===== src/rtl/chen_pkg.sv =====
// Shared constants for the channel enable block.
// Assumes a 16-bit register port addressed by halfword with byte strobes.
package chen_pkg;
    localparam int unsigned CMD_W      = 7;      // command bits carried in a byte
    localparam int unsigned GLOBAL_BIT = 6;      // weight-64 bit selects all channels
    localparam logic [7:0]  OFS_ENABLE = 8'h0E;  // direct mask, lanes 0/1
    localparam logic [7:0]  OFS_CMD    = 8'h18;  // set on lane 0, clear on lane 1

    typedef enum logic [1:0] {
        RGN_NONE   = 2'd0,
        RGN_ENABLE = 2'd1,
        RGN_CMD    = 2'd2
    } region_e;
endpackage


===== src/rtl/chen_cmd_decode.sv =====
// Turns one command byte into a per-channel mask.
// Bit 6 set selects every channel; values below NCH select one channel;
// everything else (reserved range) yields an empty mask. Bit 7 is ignored.
module chen_cmd_decode
    import chen_pkg::*;
#(
    parameter int unsigned NCH = 16
) (
    input  logic           clk,
    input  logic           rst_n,
    input  logic           cmd_vld,
    input  logic [7:0]     cmd_byte,
    output logic [NCH-1:0] mask
);
    logic [CMD_W-1:0] code;
    logic             all_sel;
    logic             idx_ok;

    // Split the command into its global flag and index validity.
    always_comb begin
        code    = cmd_byte[CMD_W-1:0];
        all_sel = cmd_vld && code[GLOBAL_BIT];
        idx_ok  = cmd_vld && !code[GLOBAL_BIT] && (code < CMD_W'(NCH));
    end

    // One mask bit per channel.
    for (genvar i = 0; i < NCH; i++) begin : g_bit
        assign mask[i] = all_sel || (idx_ok && (code == CMD_W'(i)));
    end

    // A single-channel command may touch at most one channel.
    p_single_onehot_r1: assert property (@(posedge clk) disable iff (!rst_n)
        (cmd_vld && !cmd_byte[GLOBAL_BIT]) |-> $onehot0(mask));

    // Reserved codes produce no mask bits.
    p_reserved_empty_r3: assert property (@(posedge clk) disable iff (!rst_n)
        (!cmd_byte[GLOBAL_BIT] && cmd_byte[CMD_W-1:0] >= CMD_W'(NCH)) |-> (mask == '0));
endmodule


===== src/rtl/chen_enable_reg.sv =====
// Holds the enable mask. A direct byte write is applied first,
// then set commands, then clear commands, so a clear beats a set.
// Assumes direct writes and commands never coincide (different halfwords).
module chen_enable_reg #(
    parameter int unsigned NCH = 16
) (
    input  logic           clk,
    input  logic           rst_n,
    input  logic [1:0]     lane_wr,
    input  logic [15:0]    wdata,
    input  logic [NCH-1:0] set_mask,
    input  logic [NCH-1:0] clr_mask,
    output logic [NCH-1:0] en_q
);
    logic [NCH-1:0] direct_val;
    logic [NCH-1:0] en_d;

    // Replace bits whose byte lane is being written directly.
    for (genvar i = 0; i < NCH; i++) begin : g_lane
        localparam int unsigned LANE = i / 8;
        assign direct_val[i] = lane_wr[LANE] ? wdata[i] : en_q[i];
    end

    // Apply set then clear so clear has priority.
    always_comb begin
        en_d = (direct_val | set_mask) & ~clr_mask;
    end

    // State register with synchronous reset.
    always_ff @(posedge clk) begin
        if (!rst_n) en_q <= '0;
        else        en_q <= en_d;
    end

    p_hold_r3: assert property (@(posedge clk) disable iff (!rst_n)
        (set_mask == '0 && clr_mask == '0 && lane_wr == 2'b00) |=> $stable(en_q));

    p_set_applies_r1: assert property (@(posedge clk) disable iff (!rst_n)
        (set_mask != '0 && clr_mask == '0) |=> ((en_q & $past(set_mask)) == $past(set_mask)));

    p_clear_wins_r9: assert property (@(posedge clk) disable iff (!rst_n)
        (clr_mask != '0) |=> ((en_q & $past(clr_mask)) == '0));

    p_reset_zero_r8: assert property (@(posedge clk)
        !rst_n |=> (en_q == '0));
endmodule


===== src/rtl/chen_req_gate.sv =====
// Registers the hardware requests masked by the enable bits.
// Assumes hw_req is synchronous to clk.
module chen_req_gate #(
    parameter int unsigned NCH = 16
) (
    input  logic           clk,
    input  logic           rst_n,
    input  logic [NCH-1:0] hw_req,
    input  logic [NCH-1:0] en,
    output logic [NCH-1:0] req_q
);
    // Gated request register.
    always_ff @(posedge clk) begin
        if (!rst_n) req_q <= '0;
        else        req_q <= hw_req & en;
    end

    p_no_disabled_req_r10: assert property (@(posedge clk) disable iff (!rst_n)
        1'b1 |=> ((req_q & ~$past(en)) == '0));
endmodule


===== src/rtl/chan_enable_ctrl.sv =====
// Channel request-enable block: address decode, two command decoders,
// enable mask and registered request gate. Reads are combinational.
// Assumes a halfword-addressed port; bus_addr[0] is ignored.
module chan_enable_ctrl
    import chen_pkg::*;
#(
    parameter int unsigned NCH = 16
) (
    input  logic           clk,
    input  logic           rst_n,
    input  logic           bus_wr,
    input  logic           bus_rd,
    input  logic [7:0]     bus_addr,
    input  logic [1:0]     bus_be,
    input  logic [15:0]    bus_wdata,
    output logic [15:0]    bus_rdata,
    input  logic [NCH-1:0] hw_req,
    output logic [NCH-1:0] en_out,
    output logic [NCH-1:0] req_out
);
    region_e        rgn;
    logic [1:0]     lane_wr;
    logic           set_vld;
    logic           clr_vld;
    logic [NCH-1:0] set_mask;
    logic [NCH-1:0] clr_mask;
    logic [NCH-1:0] en_q;

    // Map the halfword address to a register region.
    always_comb begin
        if (bus_addr[7:1] == OFS_ENABLE[7:1])   rgn = RGN_ENABLE;
        else if (bus_addr[7:1] == OFS_CMD[7:1]) rgn = RGN_CMD;
        else                                    rgn = RGN_NONE;
    end

    // Qualify write strobes per lane and region.
    always_comb begin
        lane_wr = (bus_wr && rgn == RGN_ENABLE) ? bus_be : 2'b00;
        set_vld = bus_wr && rgn == RGN_CMD && bus_be[0];
        clr_vld = bus_wr && rgn == RGN_CMD && bus_be[1];
    end

    chen_cmd_decode #(.NCH(NCH)) u_set_dec (
        .clk(clk), .rst_n(rst_n), .cmd_vld(set_vld),
        .cmd_byte(bus_wdata[7:0]), .mask(set_mask)
    );

    chen_cmd_decode #(.NCH(NCH)) u_clr_dec (
        .clk(clk), .rst_n(rst_n), .cmd_vld(clr_vld),
        .cmd_byte(bus_wdata[15:8]), .mask(clr_mask)
    );

    chen_enable_reg #(.NCH(NCH)) u_mask (
        .clk(clk), .rst_n(rst_n), .lane_wr(lane_wr), .wdata(bus_wdata),
        .set_mask(set_mask), .clr_mask(clr_mask), .en_q(en_q)
    );

    chen_req_gate #(.NCH(NCH)) u_gate (
        .clk(clk), .rst_n(rst_n), .hw_req(hw_req), .en(en_q), .req_q(req_out)
    );

    // Read mux: only the enable halfword returns data.
    always_comb begin
        bus_rdata = (bus_rd && rgn == RGN_ENABLE) ? 16'(en_q) : 16'h0000;
    end

    assign en_out = en_q;

    p_cmd_read_zero_r6: assert property (@(posedge clk) disable iff (!rst_n)
        (bus_rd && rgn != RGN_ENABLE) |-> (bus_rdata == 16'h0000));

    p_unmapped_write_r12: assert property (@(posedge clk) disable iff (!rst_n)
        (bus_wr && rgn == RGN_NONE) |=> $stable(en_q));
endmodule


===== config.mk =====
export PLATFORM = sky130hd
export DESIGN_NAME = chan_enable_ctrl
export DESIGN_NICKNAME = d
export VERILOG_FILES = /design/src/rtl/chen_pkg.sv /design/src/rtl/chen_cmd_decode.sv /design/src/rtl/chen_enable_reg.sv /design/src/rtl/chen_req_gate.sv /design/src/rtl/chan_enable_ctrl.sv
export SDC_FILE = /design/constraint.sdc
export NUM_CORES = 1
export LEC_CHECK = 0
export CORE_UTILIZATION = 30
export DETAILED_ROUTE_END_ITERATION = 10
export DONT_BUFFER_PORTS = 1
export PLACE_DENSITY = 0.41
export SYNTH_ARGS = -nofsm -noshare
export SYNTH_HDL_FRONTEND = slang
export SYNTH_SLANG_ARGS = --single-unit

===== constraint.sdc =====
create_clock -name clk -period 2.09 [get_ports clk]
set_clock_uncertainty 0.2 [all_clocks]
set_input_delay 0.1045 -clock clk [delete_from_list [all_inputs] [get_ports clk]]
set_output_delay 0.1045 -clock clk [all_outputs]
set_load 0.03 [all_outputs]

==> results of run 1 <==
[placed cells by master, fill, tap and decap left out, types with 2 or more instances in the layout]
| cell type | netlist | final |
|---|---|---|
| dlygate4sd3_1 | 0 | 55 |
| dfxtp_1 | 32 | 32 |
| and3_1 | 22 | 22 |
| and2_1 | 17 | 17 |
| mux2i_1 | 9 | 9 |
| a21oi_1 | 9 | 9 |
| a211oi_1 | 8 | 8 |
| nand2_1 | 7 | 7 |
| clkbuf_8 | 0 | 7 |
| a31oi_1 | 6 | 6 |
| o21a_1 | 5 | 5 |
| o22a_1 | 5 | 5 |
| buf_4 | 0 | 5 |
| o21ai_0 | 4 | 4 |
| nor2_1 | 3 | 3 |
| nor2b_1 | 4 | 3 |
| nor3_1 | 2 | 2 |
| nand3_2 | 1 | 2 |
| a311oi_1 | 2 | 2 |
| nor3b_2 | 3 | 2 |
| nand2b_1 | 2 | 2 |
[routing by layer]
layer | part of all wire, % | global-route usage, % | wire length [um]
met1 | 43 | 23.7 | 2410
met2 | 49 | 33.7 | 2700
met3 | 6.0 | 6.48 | 334
met4 | 2.1 | 7.61 | 114
met5 | 0 | 0 | 0
[kinds of logic after synthesis]
logic type,Yosys count
flops,32
buf+inv,9
compound gates,47
simple gates,72
mux,9
[stage by stage]
stage | std cells | total power, W | instance area [sq um]
after CTS | 295 | 0.00125 | 2330
after floorplan | 169 | 0.000672 | 1620
after global placement | 234 | 0.000671 | 1700
after global routing | 297 | 0.00129 | 2370
after detailed placement | 234 | 0.000671 | 1700
final | 297 | 0.00125 | 2370
[repair_timing]
item / 4_1_cts / 5_1_grt
setup endpoints to repair: 0 / 4
buffers inserted: 0 / 1
hold buffers: 54 / 1
resized for setup: 0 / 4
hold endpoints to repair: 32 / 1
[state kept, by name, summed over array words and instances, names as in the netlist]
| name | flops |
|---|---|
| u_gate.req_q | 16 |
| u_mask.en_q | 16 |
[final timing paths]
kind                           endpoint  slack (ns)  depth (start not counted)
min reg2reg   u_mask.en_q[2]$_SDFF_PN0_        0.56                          2
max          u_mask.en_q[11]$_SDFF_PN0_        0.12                          5
max reg2reg  u_mask.en_q[11]$_SDFF_PN0_        0.18                          4
min           u_mask.en_q[5]$_SDFF_PN0_       0.001                          3
[final cells by class]
| cell class | instances | share of cell area, % |
|---|---|---|
| tap | 70 | 3.69 |
| timing repair buffer | 60 | 24.8 |
| sequential | 32 | 27.0 |
| clock buffer | 7 | 4.06 |
| multi-input combinational | 128 | 40.5 |
[synthesized netlist by cell type]
| cell type | instances |
|---|---|
| a211oi_1 | 8 |
| a21oi_1 | 9 |
| a221oi_2 | 1 |
| a311oi_1 | 2 |
| a311oi_2 | 1 |
| a31oi_1 | 6 |
| a41oi_1 | 1 |
| and2_1 | 17 |
| and3_1 | 22 |
| and3b_1 | 1 |
| and4b_1 | 1 |
| and4bb_2 | 1 |
| buf_2 | 2 |
| buf_6 | 1 |
| clkbuf_1 | 6 |
| dfxtp_1 | 32 |
| mux2i_1 | 9 |
| nand2_1 | 7 |
| nand2b_1 | 2 |
| nand3_1 | 1 |
| nand3_2 | 1 |
| nand4_1 | 1 |
| nor2_1 | 3 |
| nor2b_1 | 4 |
| nor3_1 | 2 |
| nor3_2 | 2 |
| nor3b_2 | 3 |
| nor4_2 | 1 |
| nor4b_4 | 1 |
| nor4bb_1 | 1 |
| o2111a_1 | 1 |
| o211a_1 | 1 |
| o21a_1 | 5 |
| o21ai_0 | 4 |
| o22a_1 | 5 |
| o22ai_1 | 1 |
| o2bb2a_4 | 1 |
| o311a_1 | 1 |
| or2_2 | 1 |
[where the power goes]
group / internal [W] / switching, W
sequential: 0.000611 / 0.00000310
clock: 0.000293 / 0.000232
combinational: 0.0000586 / 0.0000498
[tightest hold or removal path: stages]
cell	delay, ns
o22a_1	0.12
a21oi_1	0.03
a211oi_1	0.18
==> results.yml, run 1 <==
run_status:
  status: "finished, final reports clean"
synthesis:
  synth-seq-cells: 32
  synth_top_family_by_area: "simple AND/OR/NAND/NOR gates"
  syn_avg_cell_area_sq_um: 9.61
  yosys_warnings: 0
  synth_cell_type_count: 39
  synth_compound_area_share_pct: 22.0
  synth_area_leaders: "dfxtp_1 (39%), and3_1 (8.5%), and2_1 (6.5%), mux2i_1 (5.5%), a211oi_1 (3.7%)"
  synthesis.nets: 215
  ys_seq_area_share_pct: 39.4
  synth_top_area_share_pct: 39.4
  synth_cells: 169
  syn-cell-area_sq_um: 1620
  synthXorXnorAreaFrac_pct: 0
  synth_largest_area_cell: "dfxtp_1"
  synth_mux_area_share_pct: 5.55
  synth_adder_area_share_pct: 0
  yosys.area_share.simple_pct: 30.3
sta:
  whs_ns: 0.00145
  min_period_ns: 1.97
  slew_headroom_pct: 62.6
  max_freq_mhz: 507
  setup_viol: 0
  final_hold_viol_count: 0
  setup_ws_ns: 0.118
  period_share_pct: 94.4
  rsz0062_at_grt: "false"
  report.final.slew_viol_count: 0
  tns_ns: 0
  worst_pin_slew_ns: 0.556
clock_network:
  clock_sinks: 32
  tritoncts: "done"
  cts_buffers: 5
  clock_latency_ns: 0.29
  path_clk_slew_ns: 0.07
  clockBufferDepth: 2
  htree_levels: 2
  clockRootBuffer: "clkbuf_8"
setup_path:
  cp.required_ns: 2.11
  worstSetupStartpointType: "primary input"
  crit_path_max_fanout: 12
  cp_data_arrival_time_ns: 1.99
  timing.rr.start: "u_mask.en_q[11]$_SDFF_PN0_"
  critical_path.top_delay_family: "buffers and inverters"
  path_cells: "dlygate4sd3_1, nand2_1, nand2_1, a311oi_2, dlygate4sd3_1"
  slowest_delay_ns: 0.62
  crit_buf_inv: 2
  cp-end-kind: "flip-flop"
  crit_path_start: "bus_wdata[14]"
  crit_type: "in2reg"
  slowest_stage: "dlygate4sd3_1"
layout:
  diodes: 0
  fillers: 502
  final_core_util_pct: 45.9
  nets: 273
  drive_gt1_share_pct: 11.9
  area_growth_pct: 46.1
  register_area_sq_um: 641
  multi_input_comb_area_sq_um: 960
routing:
  via_count: 1618
  via_per_inst: 5.45
  drt.antenna.violating_nets: 0
  wire_per_inst_um: 18.7
  firstDrtPassIters: 4
  wl_mm: 5.56
  drcViolationCount: 0
  drt-initial-drc-count: 67
pwr:
  p_leak_nw: 0.977
  power.density_nw_per_um2: 526
  ir_drop_v: 0.000255
job:
  maxCapViolations: 0
placed_design:
  post-place-ws_ns: 0.262
  gp_congestion: 0.826
  dp_hpwl_mm: 3.63
  numPortBuffers: 0
die:
  core_area_sq_um: 5170
  die-height_um: 75.6
  top_level_ports: 94
  die_area_sq_um: 5710
  initial_utilization_pct: 31.4
  fp.dieW_um: 75.6
  fp-row-count: 26
grt:
  grt_pass1_wl_mm: 8.16
  grt_usage_pct: 20.0
  grt_max_degree: 19
  antenna_found_initial: 0
  grt_remaining_overflow: 0
  grt_pass1_vias: 1590
worst_hold_path:
  worstHoldStart: "bus_wdata[5]"
  hp-class: "in2reg"
Note: power is estimated with default switching activity, not from simulation.
==> inputs of run 2 (changes only) <==
- CORE_MARGIN: not set -> 5
- RECOVER_POWER: not set -> 50
==> run 2 against run 1 <==
Net effect:
- clock power rose by 25%
- setup slack got worse by 0.045 ns
- global-route usage down 3.6 points
- sequential power barely moved
- maximum frequency down 2.2%
- critical endpoint is now u_mask.en_q[7]$_SDFF_PN0_
- power is 10% higher
- utilization grew 0.41 points
- final cell count increased by 0.34%
- hold slack gained 0.0079 ns
- highest routed layer unchanged
- non-clock buffer count is the same
- critical path depth unchanged
==> results.yml, run 2 (synthesis gave the netlist of run 1 again) <==
placed_design:
  post-place-ws_ns: 0.270
  numPortBuffers: 0
  dp_hpwl_mm: 3.89
  gp_congestion: 0.831
grt:
  antenna_found_initial: 0
  grt_max_degree: 19
  grt_usage_pct: 16.4
  grt_pass1_vias: 1703
  grt_pass1_wl_mm: 9.18
  grt_remaining_overflow: 0
clock_network:
  path_clk_slew_ns: 0.07
  tritoncts: "done"
  clockRootBuffer: "clkbuf_8"
  clock_sinks: 32
  cts_buffers: 5
  clock_latency_ns: 0.28
  htree_levels: 2
  clockBufferDepth: 2
layout:
  diodes: 0
  drive_gt1_share_pct: 11.4
  area_growth_pct: 47.4
  layout_common_cells: "dlygate4sd3_1 (55), dfxtp_1 (32), and3_1 (22)"
  nets: 273
  reg.largest.list: "u_gate.req_q x16, u_mask.en_q x16"
  final_common_cell: "dlygate4sd3_1"
pwr:
  power.density_nw_per_um2: 574
  design_power_total_w: 0.00137
  p_leak_nw: 0.995
  ir_drop_v: 0.000331
routing:
  drt-initial-drc-count: 118
  route.top_layer_used: "met4"
  wl_mm: 5.75
  wl_met3_um: 465
  wire_per_inst_um: 19.3
  via_count: 1612
  drcViolationCount: 0
  met2_wirelength_mm: 2.91
  met1_length_mm: 2.30
  drt.antenna.violating_nets: 0
  via_per_inst: 5.41
  firstDrtPassIters: 4
job:
  maxCapViolations: 0
setup_path:
  crit_path_max_fanout: 5
  crit_type: "in2reg"
  cp.required_ns: 2.08
  cp_data_arrival_time_ns: 2.00
  cp-end-kind: "flip-flop"
  worstSetupStartpointType: "primary input"
sta:
  period_share_pct: 96.5
  setup_viol: 0
  setup_ws_ns: 0.0729
  final_hold_viol_count: 0
  report.final.slew_viol_count: 0
  rsz0062_at_grt: "false"
  tns_ns: 0
  min_period_ns: 2.02
  slew_headroom_pct: 56.0
  whs_ns: 0.00938
  max_freq_mhz: 496
  worst_pin_slew_ns: 0.658
die:
  die_area_sq_um: 6980
  fp.dieW_um: 83.6
  initial_utilization_pct: 31.4
  fp-row-count: 26
  die-height_um: 83.6
  core_area_sq_um: 5170
  top_level_ports: 94
worst_hold_path:
  hp-class: "in2reg"
run_status:
  status: "finished, final reports clean"
run 2: cell types whose count changed in the layout (fill, tap and decap cells not counted), sizes merged:
cell,previous run,this run
buf,5,4
bufinv,0,1
clkbuf,7,8
run 2: layer usage:
layer | track usage, % | vias up
met3 | 5.73 | 6
met5 | 0 | -
met1 | 19.0 | 779
met4 | 6.43 | 0
li1 | - | 758
met2 | 27.5 | 69
run 2: what timing repair did:
| action | CTS | global route |
|---|---|---|
| buffers inserted | 0 | 1 |
| endpoints found under the hold margin | 32 | 0 |
| hold buffers | 55 | 0 |
| gates resized for setup | 0 | 4 |
| endpoints found under the setup margin | 0 | 9 |
run 2: report_power, final:
part	leakage [nW]	switching (W)	internal (W)	total (W)
registers	0.258	0.00000311	0.000611	0.000614
logic	0.673	0.0000467	0.0000588	0.000106
clock network	0.0645	0.000234	0.000421	0.000654
run 2: area by class of cell:
cell class,count,area (sq um)
timing repair buffer,60,584
fill,493,2780
sequential,32,641
tap,70,87.6
multi-input combinational,128,955
clock buffer,7,96.3
clock inverter,1,30.0
run 2: final timing paths:
check / from / to / slack (ns) / cells after the start
worst max-delay path: bus_wdata[3] / u_mask.en_q[7]$_SDFF_PN0_ / 0.07 / 5
worst min-delay path: bus_wdata[12] / u_mask.en_q[15]$_SDFF_PN0_ / 0.009 / 3
worst max register to register: u_mask.en_q[7]$_SDFF_PN0_ / u_mask.en_q[7]$_SDFF_PN0_ / 0.21 / 4
worst min register to register: u_mask.en_q[6]$_SDFF_PN0_ / u_mask.en_q[6]$_SDFF_PN0_ / 0.55 / 3
run 2: per-stage QoR:
step           cells  cell area, sq um  util, %
2_1_floorplan    169              1620        -
3_3_place_gp     234              1700     32.8
3_5_place_dp     234              1700     32.8
4_1_cts          297              2370     45.9
5_1_grt          298              2390     46.3
6_report         298              2390     46.3
run 2: critical path: stages:
cell	delay, ns
dlygate4sd3_1	0.65
nor3_4	0.31
a31oi_1	0.11
dlygate4sd3_1	0.57
a311oi_1	0.25
==> inputs of run 3 (changes only) <==
- PLACE_DENSITY: 0.41 -> 0.46
==> run 3 against run 2 <==
Net effect:
- power is 12% lower
- utilization is 0.51 points lower
- clock-buffer cell count is 1 higher
- design area is 1.1% lower
- final cell count is 0.34% lower
- global-route usage is 0.47 points lower
- sequential power hardly changed
- setup slack better by 0.012 ns
- via count is 2.0% lower
- largest cell class unchanged
- highest routed layer unchanged
==> results.yml, run 3 (synthesis gave the netlist of run 1 again) <==
pwr:
  p_leak_nw: 0.973
  power.density_nw_per_um2: 513
  ir_drop_v: 0.000167
sta:
  max_freq_mhz: 499
  slew_headroom_pct: 58.1
  setup_viol: 0
  period_share_pct: 95.9
  whs_ns: 0.0219
  worst_pin_slew_ns: 0.627
  min_period_ns: 2.01
  tns_ns: 0
  report.final.slew_viol_count: 0
  rsz0062_at_grt: "false"
  final_hold_viol_count: 0
  setup_ws_ns: 0.0847
clock_network:
  cts_buffers: 5
  htree_levels: 2
  tritoncts: "done"
  clock_sinks: 32
  clockBufferDepth: 2
  clock_latency_ns: 0.28
  clockRootBuffer: "clkbuf_8"
  path_clk_slew_ns: 0.07
placed_design:
  post-place-ws_ns: 0.270
  dp_hpwl_mm: 3.81
  placed_cell_area_sq_um: 1690
  numPortBuffers: 0
  gp_congestion: 0.850
setup_path:
  worstSetupStartpointType: "primary input"
  slowest_stage: "dlygate4sd3_1"
  cp.required_ns: 2.12
  timing.rr.start: "u_mask.en_q[3]$_SDFF_PN0_"
  path_cells: "nor4b_4, nand3_1, mux2i_1, o21a_1, a311oi_1, dlygate4sd3_1"
  cp-end-kind: "flip-flop"
  crit_path_start: "bus_addr[7]"
  crit_buf_inv: 1
  r2r_cells: 4
  timing.rr.end: "u_mask.en_q[3]$_SDFF_PN0_"
  slowest_delay_ns: 0.59
  setup.worst_path.end: "u_mask.en_q[3]$_SDFF_PN0_"
  reg2reg_slack_ns: 0.18
  worstSetupPathDepth: 6
  crit_path_max_fanout: 8
  critical_path.top_delay_family: "simple AND/OR/NAND/NOR gates"
  crit_type: "in2reg"
  cp_data_arrival_time_ns: 2.03
grt:
  grt_pass1_wl_mm: 8.97
  antenna_found_initial: 0
  grt_remaining_overflow: 0
  grt_pass1_vias: 1646
  grt_usage_pct: 15.9
  grt_max_degree: 19
die:
  die-height_um: 83.6
  fp-row-count: 26
  core_area_sq_um: 5170
  top_level_ports: 94
  fp.dieW_um: 83.6
  initial_utilization_pct: 31.4
  die_area_sq_um: 6980
routing:
  drcViolationCount: 0
  via_per_inst: 5.32
  drt-initial-drc-count: 71
  firstDrtPassIters: 4
  via_count: 1579
  wl_mm: 5.64
  wire_per_inst_um: 19.0
  drt.antenna.violating_nets: 0
layout:
  fillers: 525
  diodes: 0
  final_common_cell: "dlygate4sd3_1"
  nets: 272
  reg.largest.list: "u_gate.req_q x16, u_mask.en_q x16"
  area_growth_pct: 45.8
  register_area_sq_um: 641
  final_area_sq_um: 2370
  layout_common_cells: "dlygate4sd3_1 (54), dfxtp_1 (32), and3_1 (21)"
  drive_gt1_share_pct: 11.9
  multi_input_comb_area_sq_um: 967
run_status:
  status: "finished, final reports clean"
job:
  maxCapViolations: 0
worst_hold_path:
  hp-class: "in2reg"
run 3: how the worst min path moves through the flow:
stage	slack (ns)	from	to	cells past startpoint
after floorplan	0.06	hw_req[0]	u_gate.req_q[0]$_SDFF_PN0_	1
after global routing	0.02	bus_be[0]	u_mask.en_q[6]$_SDFF_PN0_	3
after global placement	0.02	bus_wdata[9]	u_mask.en_q[11]$_SDFF_PN0_	1
after CTS	0.02	bus_be[0]	u_mask.en_q[1]$_SDFF_PN0_	4
final	0.02	bus_wdata[11]	u_mask.en_q[8]$_SDFF_PN0_	2
after detailed placement	0.02	bus_wdata[9]	u_mask.en_q[3]$_SDFF_PN0_	1
run 3: final cells by class:
| class | instances | share of cell area (%) |
|---|---|---|
| Multi-Input combinational cell | 128 | 40.9 |
| Sequential cell | 32 | 27.1 |
| Timing Repair Buffer | 59 | 24.6 |
| Clock buffer | 8 | 3.81 |
| Tap cell | 70 | 3.70 |
run 3: what timing repair did:
item / in CTS / in global routing
gates resized for setup: 0 / 8
endpoints found under the hold margin: 32 / 0
endpoints found under the setup margin: 0 / 5
buffers inserted: 0 / 2
hold buffers: 54 / 0
run 3: layer usage:
metal / vias up / track usage, % / routed length [um] / share of wire, %
met5: - / 0 / 0 / 0
met4: 0 / 4.82 / 75 / 1.3
met3: 7 / 4.64 / 310 / 5.5
met2: 49 / 27.4 / 2910 / 52
met1: 767 / 19.1 / 2350 / 42
li1: 756 / - / - / -
run 3: power breakdown:
part           internal [W]  leakage (nW)  switching, W  total [W]
clock network      0.000268        0.0455      0.000224   0.000493
registers          0.000611         0.258    0.00000318   0.000614
logic             0.0000585         0.670     0.0000484   0.000107
run 3: metrics by stage:
stage | power [W] | cells | util [%]
after floorplan | 0.000672 | 169 | -
final | 0.00121 | 297 | 45.8
after CTS | 0.00122 | 295 | 44.9
after global placement | 0.000670 | 233 | 32.7
after detailed placement | 0.000670 | 233 | 32.7
after global routing | 0.00126 | 297 | 45.8
